--- config.mk ---
export PLATFORM = sky130hd
export DESIGN_NAME = pagewr_store
export DESIGN_NICKNAME = d
export VERILOG_FILES = /design/src/rtl/pagewr_pkg.sv /design/src/rtl/pagewr_ptr.sv /design/src/rtl/pagewr_pagebuf.sv /design/src/rtl/pagewr_commit.sv /design/src/rtl/pagewr_array.sv /design/src/rtl/pagewr_store.sv
export SDC_FILE = /design/constraint.sdc
export NUM_CORES = 2
export LEC_CHECK = 0
export BUFFER_PORTS_ARGS = -buffer_cell sky130_fd_sc_hd__buf_2
export CAP_MARGIN = 10
export CORE_UTILIZATION = 57
export CTS_CLUSTER_SIZE = 28
export DETAILED_ROUTE_END_ITERATION = 6
export GPL_TIMING_DRIVEN = 1
export HOLD_SLACK_MARGIN = 0.1
export PLACE_DENSITY = 0.73
export SLEW_MARGIN = 20
export SYNTH_ARGS = -nofsm -noshare
export SYNTH_HDL_FRONTEND = slang
export SYNTH_HIERARCHICAL = 1
export SYNTH_SLANG_ARGS = --single-unit
--- constraint.sdc ---
create_clock -name clk -period 3.2 [get_ports clk]
set_input_delay 0.48 -clock clk [delete_from_list [all_inputs] [get_ports clk]]
set_output_delay 0.48 -clock clk [all_outputs]
set_load 0.01 [all_outputs]
--- src/rtl/pagewr_pkg.sv ---
package pagewr_pkg;
  typedef enum logic [1:0] {
    PTR_HOLD,
    PTR_LOAD,
    PTR_PAGE_INC,
    PTR_FULL_INC
  } ptr_op_e;
endpackage

--- src/rtl/pagewr_ptr.sv ---
module pagewr_ptr
  import pagewr_pkg::*;
#(
  parameter int unsigned ADDR_W = 8,
  parameter int unsigned PAGE_W = 3
) (
  input  logic              clk,
  input  logic              rst,
  input  ptr_op_e           op,
  input  logic [ADDR_W-1:0] ld_val,
  output logic [ADDR_W-1:0] ptr
);
  always_ff @(posedge clk) begin
    if (rst) begin
      ptr <= '0;
    end else begin
      case (op)
        PTR_LOAD:     ptr <= ld_val;
        PTR_PAGE_INC: ptr <= {ptr[ADDR_W-1:PAGE_W], ptr[PAGE_W-1:0] + 1'b1};
        PTR_FULL_INC: ptr <= ptr + 1'b1;
        default:      ptr <= ptr;
      endcase
    end
  end

  // the in-page step wraps the low bits and keeps the page number
  p_page_wrap_r3: assert property (@(posedge clk) disable iff (rst)
    (op == PTR_PAGE_INC && (&ptr[PAGE_W-1:0])) |=>
      (ptr[PAGE_W-1:0] == '0) && $stable(ptr[ADDR_W-1:PAGE_W]));

  // a sequential read past the top of the array comes back to zero
  p_array_wrap_r10: assert property (@(posedge clk) disable iff (rst)
    (op == PTR_FULL_INC && (&ptr)) |=> (ptr == '0));
endmodule

--- src/rtl/pagewr_pagebuf.sv ---
module pagewr_pagebuf #(
  parameter int unsigned DATA_W = 8,
  parameter int unsigned PAGE_W = 3
) (
  input  logic              clk,
  input  logic              rst,
  input  logic              wr,
  input  logic [PAGE_W-1:0] wr_slot,
  input  logic [DATA_W-1:0] wr_byte,
  input  logic              clear,
  input  logic [PAGE_W-1:0] rd_slot,
  output logic [DATA_W-1:0] rd_byte,
  output logic              rd_slot_valid,
  output logic              any_valid
);
  localparam int unsigned PAGE_BYTES = 1 << PAGE_W;

  logic [DATA_W-1:0]     slot_data [PAGE_BYTES];
  logic [PAGE_BYTES-1:0] valid_mask;
  logic [PAGE_BYTES-1:0] wr_hot;

  assign wr_hot = PAGE_BYTES'(1) << wr_slot;

  always_ff @(posedge clk) begin
    if (rst) begin
      valid_mask <= '0;
    end else if (clear) begin
      valid_mask <= '0;
    end else if (wr) begin
      valid_mask <= valid_mask | wr_hot;
    end
  end

  generate
    for (genvar s = 0; s < PAGE_BYTES; s++) begin : g_slot
      always_ff @(posedge clk) begin
        if (wr && !clear && wr_slot == PAGE_W'(s)) begin
          slot_data[s] <= wr_byte;
        end
      end
    end
  endgenerate

  assign rd_byte       = slot_data[rd_slot];
  assign rd_slot_valid = valid_mask[rd_slot];
  assign any_valid     = |valid_mask;

  // a received byte marks its slot for the commit
  p_mark_slot_r5: assert property (@(posedge clk) disable iff (rst)
    (wr && !clear) |=> |(valid_mask & $past(wr_hot)));

  // a clear leaves no slot pending
  p_clear_all_r11: assert property (@(posedge clk) disable iff (rst)
    clear |=> (valid_mask == '0));
endmodule

--- src/rtl/pagewr_commit.sv ---
module pagewr_commit #(
  parameter int unsigned PAGE_W       = 3,
  parameter int unsigned WRITE_CYCLES = 32
) (
  input  logic              clk,
  input  logic              rst,
  input  logic              start,
  output logic              busy,
  output logic              slot_en,
  output logic [PAGE_W-1:0] slot_idx,
  output logic              done
);
  localparam int unsigned PAGE_BYTES = 1 << PAGE_W;
  localparam int unsigned EFF_CYCLES = (WRITE_CYCLES > PAGE_BYTES) ? WRITE_CYCLES : PAGE_BYTES + 1;
  localparam int unsigned CNT_W      = $clog2(EFF_CYCLES + 1);
  localparam int unsigned RUN_W      = $clog2(EFF_CYCLES + 2);

  logic [CNT_W-1:0]  cnt;
  logic [PAGE_W:0]   slot_q;

  assign slot_en  = busy && (slot_q < (PAGE_W+1)'(PAGE_BYTES));
  assign slot_idx = slot_q[PAGE_W-1:0];
  assign done     = busy && (cnt == '0);

  always_ff @(posedge clk) begin
    if (rst) begin
      busy   <= 1'b0;
      cnt    <= '0;
      slot_q <= '0;
    end else if (start && !busy) begin
      busy   <= 1'b1;
      cnt    <= CNT_W'(EFF_CYCLES - 1);
      slot_q <= '0;
    end else if (busy) begin
      if (cnt == '0) busy <= 1'b0;
      else           cnt  <= cnt - 1'b1;
      if (slot_en) slot_q <= slot_q + 1'b1;
    end
  end

  // checker state: length of the current busy run
  logic [RUN_W-1:0] run_len;
  always_ff @(posedge clk) begin
    if (rst)       run_len <= '0;
    else if (busy) run_len <= run_len + 1'b1;
    else           run_len <= '0;
  end

  // every write cycle lasts exactly the configured length
  p_busy_len_r6: assert property (@(posedge clk) disable iff (rst)
    $fell(busy) |-> (run_len == RUN_W'(EFF_CYCLES)));

  // the front gate never asks for a commit while one is running
  p_no_restart_r7: assert property (@(posedge clk) disable iff (rst)
    start |-> !busy);

  // all slots have been visited before the cycle ends
  p_slots_done_r5: assert property (@(posedge clk) disable iff (rst)
    done |-> (slot_q == (PAGE_W+1)'(PAGE_BYTES)));
endmodule

--- src/rtl/pagewr_array.sv ---
module pagewr_array #(
  parameter int unsigned ADDR_W = 8,
  parameter int unsigned DATA_W = 8
) (
  input  logic              clk,
  input  logic              rst,
  input  logic              we,
  input  logic [ADDR_W-1:0] waddr,
  input  logic [DATA_W-1:0] wdata,
  input  logic              re,
  input  logic [ADDR_W-1:0] raddr,
  output logic [DATA_W-1:0] rdata,
  output logic              rvalid
);
  localparam int unsigned DEPTH = 1 << ADDR_W;

  logic [DATA_W-1:0] mem [DEPTH];

  initial begin
    for (int i = 0; i < DEPTH; i++) mem[i] = '0;
  end

  always_ff @(posedge clk) begin
    if (we) mem[waddr] <= wdata;
  end

  always_ff @(posedge clk) begin
    if (re) rdata <= mem[raddr];
  end

  always_ff @(posedge clk) begin
    if (rst) rvalid <= 1'b0;
    else     rvalid <= re;
  end

  // commit writes and reads never share a cycle
  p_port_excl_r7: assert property (@(posedge clk) disable iff (rst)
    we |-> !re);
endmodule

--- src/rtl/pagewr_store.sv ---
module pagewr_store
  import pagewr_pkg::*;
#(
  parameter int unsigned ADDR_W       = 8,
  parameter int unsigned DATA_W       = 8,
  parameter int unsigned PAGE_W       = 3,
  parameter int unsigned WRITE_CYCLES = 32
) (
  input  logic              clk,
  input  logic              rst,
  input  logic              wp_in,
  input  logic              addr_stb,
  input  logic              data_stb,
  input  logic              stop_stb,
  input  logic              rd_stb,
  input  logic [ADDR_W-1:0] bus_byte,
  output logic [DATA_W-1:0] rd_data,
  output logic              rd_valid,
  output logic              busy
);
  logic              accept;
  logic              addr_go, data_go, stop_go, rd_go;
  logic              commit_start, commit_done, buf_clear;
  logic              slot_en, slot_valid, any_valid, arr_we;
  logic [PAGE_W-1:0] slot_idx;
  logic [DATA_W-1:0] slot_byte;
  logic [ADDR_W-1:0] ptr;
  ptr_op_e           ptr_op;

  assign accept  = !busy;
  assign addr_go = accept && addr_stb;
  assign data_go = accept && data_stb && !addr_stb;
  assign stop_go = accept && stop_stb && !addr_stb && !data_stb;
  assign rd_go   = accept && rd_stb && !addr_stb && !data_stb && !stop_stb;

  assign commit_start = stop_go && any_valid && !wp_in;
  assign buf_clear    = addr_go || (stop_go && !commit_start) || commit_done;

  always_comb begin
    if (addr_go)      ptr_op = PTR_LOAD;
    else if (data_go) ptr_op = PTR_PAGE_INC;
    else if (rd_go)   ptr_op = PTR_FULL_INC;
    else              ptr_op = PTR_HOLD;
  end

  pagewr_ptr #(.ADDR_W(ADDR_W), .PAGE_W(PAGE_W)) u_ptr (
    .clk(clk), .rst(rst), .op(ptr_op), .ld_val(bus_byte), .ptr(ptr)
  );

  pagewr_pagebuf #(.DATA_W(DATA_W), .PAGE_W(PAGE_W)) u_buf (
    .clk(clk), .rst(rst),
    .wr(data_go), .wr_slot(ptr[PAGE_W-1:0]), .wr_byte(bus_byte[DATA_W-1:0]),
    .clear(buf_clear),
    .rd_slot(slot_idx), .rd_byte(slot_byte), .rd_slot_valid(slot_valid),
    .any_valid(any_valid)
  );

  pagewr_commit #(.PAGE_W(PAGE_W), .WRITE_CYCLES(WRITE_CYCLES)) u_commit (
    .clk(clk), .rst(rst), .start(commit_start), .busy(busy),
    .slot_en(slot_en), .slot_idx(slot_idx), .done(commit_done)
  );

  assign arr_we = slot_en && slot_valid;

  pagewr_array #(.ADDR_W(ADDR_W), .DATA_W(DATA_W)) u_array (
    .clk(clk), .rst(rst),
    .we(arr_we), .waddr({ptr[ADDR_W-1:PAGE_W], slot_idx}), .wdata(slot_byte),
    .re(rd_go), .raddr(ptr), .rdata(rd_data), .rvalid(rd_valid)
  );

  // a protected stop never opens a write cycle
  p_wp_block_r8: assert property (@(posedge clk) disable iff (rst)
    (stop_stb && wp_in && !busy) |=> !busy);

  // a stop with nothing buffered leaves the block idle
  p_empty_stop_r9: assert property (@(posedge clk) disable iff (rst)
    (stop_stb && !any_valid && !busy) |=> !busy);

  // the pointer is frozen for the whole write cycle
  p_ptr_locked_r7: assert property (@(posedge clk) disable iff (rst)
    busy |=> $stable(ptr));

  // reads asked for during busy produce nothing
  p_rd_locked_r7: assert property (@(posedge clk) disable iff (rst)
    (rd_stb && busy) |=> !rd_valid);

  // an accepted read is answered on the next cycle
  p_rd_answer_r10: assert property (@(posedge clk) disable iff (rst)
    rd_go |=> rd_valid);
endmodule

# After elaboration in Yosys (flattened, before gate mapping)
# Memories as Yosys holds them, arrays and structs flattened. A register that Yosys moved wholly into a read port is not among the register bits.
# Index checks and enable logic that the tools add are counted.
[classes]
add_sub_neg = 4
n_mul = 0
n_div = 0
magnitude_cmp = 2
n_eq_ne = 11
n_shift = 1
mux = 53
bitwise = 3
n_reduce_logical = 54
[ops]
columns = ["operator", "count"]
rows = [
  ["8-bit OR reduction", 8],
  ["8-bit 2-to-1 mux", 7],
  ["1-bit 2-to-1 mux", 29],
  ["3-bit 2-to-1 mux", 9],
  ["1-bit logical AND", 26],
  ["8-bit case mux with 3 select lines", 1],
  ["5-bit 2-to-1 mux", 3],
  ["3-bit equality test, second input constant", 4],
  ["8-bit by 1-bit adder with 8-bit output, second input constant", 1],
  ["8-bit bitwise OR", 1],
  ["2-bit AND reduction", 4],
  ["1-bit by 3-bit left shift with 8-bit output, first input constant", 1],
  ["1-bit zero test", 7],
  ["3-bit by 2-bit equality test with 1-bit output, second input constant", 2],
  ["6-bit zero test", 1],
  ["2-bit 2-to-1 mux", 3],
  ["6-bit by 1-bit subtractor with 6-bit output, second input constant", 1],
  ["4-bit by 1-bit adder with 4-bit output, second input constant", 1],
  ["2-bit equality test, second input constant", 2],
  ["3-bit by 4-bit less-than comparator with 1-bit output, second input constant", 1],
  ["4-bit less-than comparator, second input constant", 1],
  ["2-bit nonzero test", 2],
  ["2-bit OR reduction", 2],
  ["3-bit by 1-bit adder with 3-bit output, second input constant", 1],
  ["other kinds (8)", 10],
]
[word_totals]
ff_bits = 28
latchBits = 0
ram_bits = 2112
mem_bits_ro = 0
in_bits = 15
out_inout_bits = 10
elab_cells = 138
n_memories = 2
[mem_list]
columns = ["name", "depth", "width", "rd", "rd_clocked_by_memory_dff", "write_ports", "line", "rtl"]
rows = [
  ["u_array.mem", 256, 8, 1, 1, 1, "pagewr_array.sv:17", "logic [DATA_W-1:0] mem [DEPTH];"],
  ["u_buf.slot_data", 8, 8, 1, 1, 1, "pagewr_pagebuf.sv:18", "logic [DATA_W-1:0] slot_data [PAGE_BYTES];"],
]

# Longest topological paths before layout
[logic_depth]
ltp_word = 23
ltp_mapped = 11
ltp_nobuf = 8

# By module
# The synthesis kept the hierarchy.
[by_module_without_submodules]
columns = ["module", "instances", "cells_per_inst", "area_per_inst_um2"]
rows = [
  ["pagewr_array", 1, 3712, 79407.4],
  ["pagewr_pagebuf", 1, 139, 2931.6],
  ["pagewr_commit", 1, 65, 554.3],
  ["pagewr_ptr", 1, 61, 536.8],
  ["pagewr_store", 1, 13, 92.6],
]

# Worst setup path after synthesis
# OpenSTA, ideal clock, no wires.
[synth_timing]
path_kind = "reg-to-reg"
start = "reg u_commit/slot_q[2] (netlist name)"
end = "mem u_array.mem[0][0], data pin"
setup_ns = 0.555
t_arrival_ns = 2.912
required_ns = 2.645
path_slack_ns = -0.267
path_stages_with_launch = 6
path_buffers = 3
period_less_slack_ns = 3.467
path_cell_list = "dfxtp_1 -> buf_4 -> clkbuf_1 -> buf_2 -> mux4_1 -> mux2_2"
[synth_lines]
columns = ["item", "line"]
rows = [
  ["to (decl)", "pagewr_array.sv:17"],
]

==> load_flow_metrics.sql <==
INSERT INTO impl_metrics (metric_group, metric, value, unit) VALUES
('status', 'status', 'finished, final reports clean', ''),
('synth', 'synthesis.area_per_instance', '20.93', 'µm²'),
('timing', 'post-route-period-util', '99.72', '%'),
('worst_setup_path', 'timing.critical_path.slowest_stage_cell', 'sky130_fd_sc_hd__dfxtp_4', ''),
('timing', 'hold_violations', '0', ''),
('placed_design', 'port_buffers', '24', ''),
('clocking', 'htree_num_levels', '4', ''),
('floorplan', 'placeableCoreArea', '145600', 'µm²'),
('synth', 'cells_after_synth', '3990', ''),
('synth', 'asyncSetResetFlopFracSynth', '0', '%'),
('hold_path', 'hold_path.startpoint', 'stop_stb', ''),
('timing', 'setup_tns', '0', 'ns'),
('final_layout', 'layout.nets', '4245', ''),
('global_routing', 'gr-usage-all-layers', '26.63', '%'),
('timing', 'unrepaired_setup_endpoints_after_global_routing', 'yes', ''),
('synth', 'synth-seq-area-share', '76.89', '%'),
('floorplan', 'io-pin-count', '25', ''),
('worst_setup_path', 'worstPathMaxFanout', '28', ''),
('pwr', 'leakagePower', '0.02890', 'µW'),
('placed_design', 'gp_congestion', '0.9007', ''),
('worst_setup_path', 'timing.critical_path.arrival', '3.77', 'ns'),
('routing', 'drt_wl_total', '195500', 'µm'),
('worst_setup_path', 'critical_path_class', 'register to register', ''),
('worst_setup_path', 'r2r_start', 'u_ptr/ptr[3]$_SDFFE_PP0P_', ''),
('global_routing', 'grt_pass1_vias', '41570', ''),
('synth', 'synth.largest_area_cell', 'sky130_fd_sc_hd__edfxtp_1', ''),
('timing', 'finalMaxSlewViolations', '0', ''),
('clocking', 'clk_transition_reported_paths', '0.06', 'ns'),
('synth', 'mappedNetlistNets', '4008', ''),
('routing', 'post-route-drc-count', '0', ''),
('floorplan', 'die_width', '384.8', 'µm'),
('floorplan', 'initial_core_util', '57.38', '%'),
('worst_setup_path', 'startpoint_type', 'register', ''),
('global_routing', 'grt_first_pass_wirelength', '284300', 'µm'),
('synth', 'post-synth-top-area-fraction', '76.22', '%'),
('final_layout', 'antenna_cells', '0', ''),
('synth', 'synth_enable_flop_cells', '2120', ''),
('clocking', 'cts_inserted_buffers', '203', ''),
('routing', 'drt-pass1-iter-count', '6', ''),
('final_layout', 'layout.filler_cells', '9174', ''),
('timing', 'fmax', '313.4', 'MHz'),
('clocking', 'cts-root-to-sink-buffers', '3', ''),
('run', 'max_cap_viol_count', '0', ''),
('worst_setup_path', 'timing.reg2reg.worst_path_depth', '8', ''),
('synth', 'synth.ff_latch_count', '2148', ''),
('placed_design', 'dp.final_hpwl', '119300', 'µm'),
('final_layout', 'final_common_cell', 'sky130_fd_sc_hd__edfxtp_1', ''),
('global_routing', 'grt_antenna_before_repair', '5', ''),
('hold_path', 'hold_path_end', 'u_commit/busy$_SDFF_PP0_', ''),
('worst_setup_path', 'critical_path_cell_by_cell', 'buf_4 > and2_2 > a22o_1 > nor3_1 > a221o_1 > nor4b_4 > buf_4 > nor4_1', ''),
('worst_setup_path', 'crit-reg2reg-capture', 'u_array/rdata[6]$_DFFE_PP_', ''),
('worst_setup_path', 'timing.reg2reg.setup_slack', '0.009', 'ns'),
('routing', 'drt-wirelength-per-cell', '30.98', 'µm'),
('global_routing', 'grt_overflow', '0', ''),
('hold_path', 'min-delay-path-class', 'input port to register', ''),
('clocking', 'tritoncts', 'yes', ''),
('clocking', 'clk_root_buffer_cell', 'sky130_fd_sc_hd__clkbuf_16', ''),
('synth', 'post_synth_num_cell_types', '75', ''),
('pwr', 'peak_vdd_ir', '418.7', 'µV'),
('floorplan', 'die_area', '148100', 'µm²'),
('clocking', 'clock_sinks', '2148', ''),
('worst_setup_path', 'endpoint_kind', 'register', ''),
('routing', 'route.detailed.vias_per_inst', '6.687', ''),
('placed_design', 'placedCellCount', '5923', ''),
('worst_setup_path', 'cpMostUsedCell', 'sky130_fd_sc_hd__buf_4', ''),
('timing', 'worstMarginPinSlew', '1.156', 'ns'),
('routing', 'routed-via-count', '42200', ''),
('synth', 'synth.cell_area', '83520', 'µm²'),
('synth', 'yosysWarningCount', '6', ''),
('floorplan', 'die_y', '384.8', 'µm'),
('timing', 'layout_min_cycle_time', '3.191', 'ns');
==> worst max-delay path by stage <==
stage	from	end	slack [ns]	depth (start not counted)
after floorplan	u_commit/slot_q[2]$_SDFFE_PP0P_	u_array/mem[0][0]$_DFFE_PP_	-0.27	5
after global placement	u_ptr/ptr[0]$_SDFFE_PP0P_	u_array/rdata[6]$_DFFE_PP_	-0.98	10
after detailed placement	u_ptr/ptr[0]$_SDFFE_PP0P_	u_array/rdata[6]$_DFFE_PP_	-0.59	10
after CTS	u_ptr/ptr[0]$_SDFFE_PP0P_	u_array/rdata[6]$_DFFE_PP_	-0.02	10
after global routing	u_ptr/ptr[1]$_SDFFE_PP0P_	u_array/rdata[6]$_DFFE_PP_	-0.04	10
final	u_ptr/ptr[3]$_SDFFE_PP0P_	u_array/rdata[6]$_DFFE_PP_	0.009	8
==> sequential cells by signal, summed over array words and instances, names as in the netlist, 4 cells and up <==
register	count
u_buf/valid_mask	8
u_array/mem	2048
u_buf/slot_data	64
u_commit/slot_q	4
u_ptr/ptr	8
u_array/rdata	8
u_commit/cnt	6
==> repair_timing <==
| action | in CTS | in global routing |
|---|---|---|
| hold endpoints to repair | 73 | 0 |
| buffers inserted | 7 | 0 |
| pin swaps | 5 | 3 |
| gates cloned | 0 | 0 |
| endpoints found under the setup margin | 8 | 7 |
| hold buffers | 9 | 0 |
| gates resized for setup | 24 | 22 |
==> where the power goes <==
group	switching, µW	leakage (µW)	internal (µW)	total, µW
Sequential	46.8	0.0193	30700	30700
Clock	10200	0.00325	13900	24100
Combinational	2130	0.00637	1610	3740
Total	12400	0.0289	46100	58500
==> cells in the mapped netlist (22+ instances only) <==
cell type                  instances
sky130_fd_sc_hd__a21oi_1         125
sky130_fd_sc_hd__a22oi_1         177
sky130_fd_sc_hd__buf_1            24
sky130_fd_sc_hd__buf_2            26
sky130_fd_sc_hd__buf_4            35
sky130_fd_sc_hd__clkbuf_1        128
sky130_fd_sc_hd__dfxtp_1          28
sky130_fd_sc_hd__edfxtp_1       2120
sky130_fd_sc_hd__mux2i_1         118
sky130_fd_sc_hd__mux4_1           31
sky130_fd_sc_hd__mux4_2          444
sky130_fd_sc_hd__nand2_1          44
sky130_fd_sc_hd__nand3_1          28
sky130_fd_sc_hd__nor2_1          281
sky130_fd_sc_hd__nor3_1           27
sky130_fd_sc_hd__nor4_1           40
sky130_fd_sc_hd__o221ai_1         35
sky130_fd_sc_hd__o22ai_1          22
==> final cells by class <==
cell class	count	area [µm²]	share of cell area (%)
Clock inverter	116	1314	1.392
Timing Repair Buffer	280	2845	3.015
Clock buffer	256	5353	5.671
Multi-Input combinational cell	1584	18200	19.28
Sequential cell	2148	64240	68.06
Tap cell	1917	2399	2.541
Inverter	10	40.04	0.04242
==> per-stage QoR <==
step / power (µW) / area (µm²) / setup slack (ns) / hold slack, ns
finish: 58530 / 94380 / 0.009076 / 0.2573
global route: 60010 / 94380 / -0.04338 / 0.2708
CTS: 58740 / 94280 / -0.02376 / 0.1919
detailed placement: 34900 / 87290 / -0.5883 / 0.4745
global placement: 34870 / 87270 / -0.9801 / 0.4728
floorplan: 33640 / 83520 / -0.2669 / 0.4542
==> worst min-delay path: cells and delay by family <==
family	cells	cell delay [ns]
AND/OR/NAND/NOR	2	0.35
AO/OA/AOI/OAI	1	0.13
buffers and inverters	1	0.09
==> layer usage <==
metal | vias to the layer above | part of all wire [%] | track usage [%]
li1 | 17220 | - | -
met1 | 22100 | 39 | 38.41
met2 | 2498 | 48 | 41.51
met3 | 377 | 10 | 5.474
met4 | 8 | 3.0 | 8.054
met5 | - | 0.062 | 0.3899
==> logic make-up after synthesis <==
| family | Yosys count | synth area share [%] |
|---|---|---|
| muxes | 614 | 14.64 |
| AOI/OAI and AO/OA | 447 | 3.664 |
| and+or+nand+nor | 519 | 2.954 |
| buffers and inverters | 258 | 1.790 |
| adders and majority gates | 3 | 0.04495 |
| xor gates and xnor gates | 1 | 0.01049 |
| DFF | 2148 | 76.89 |
No activity file was read; power rests on OpenSTA's default activity.
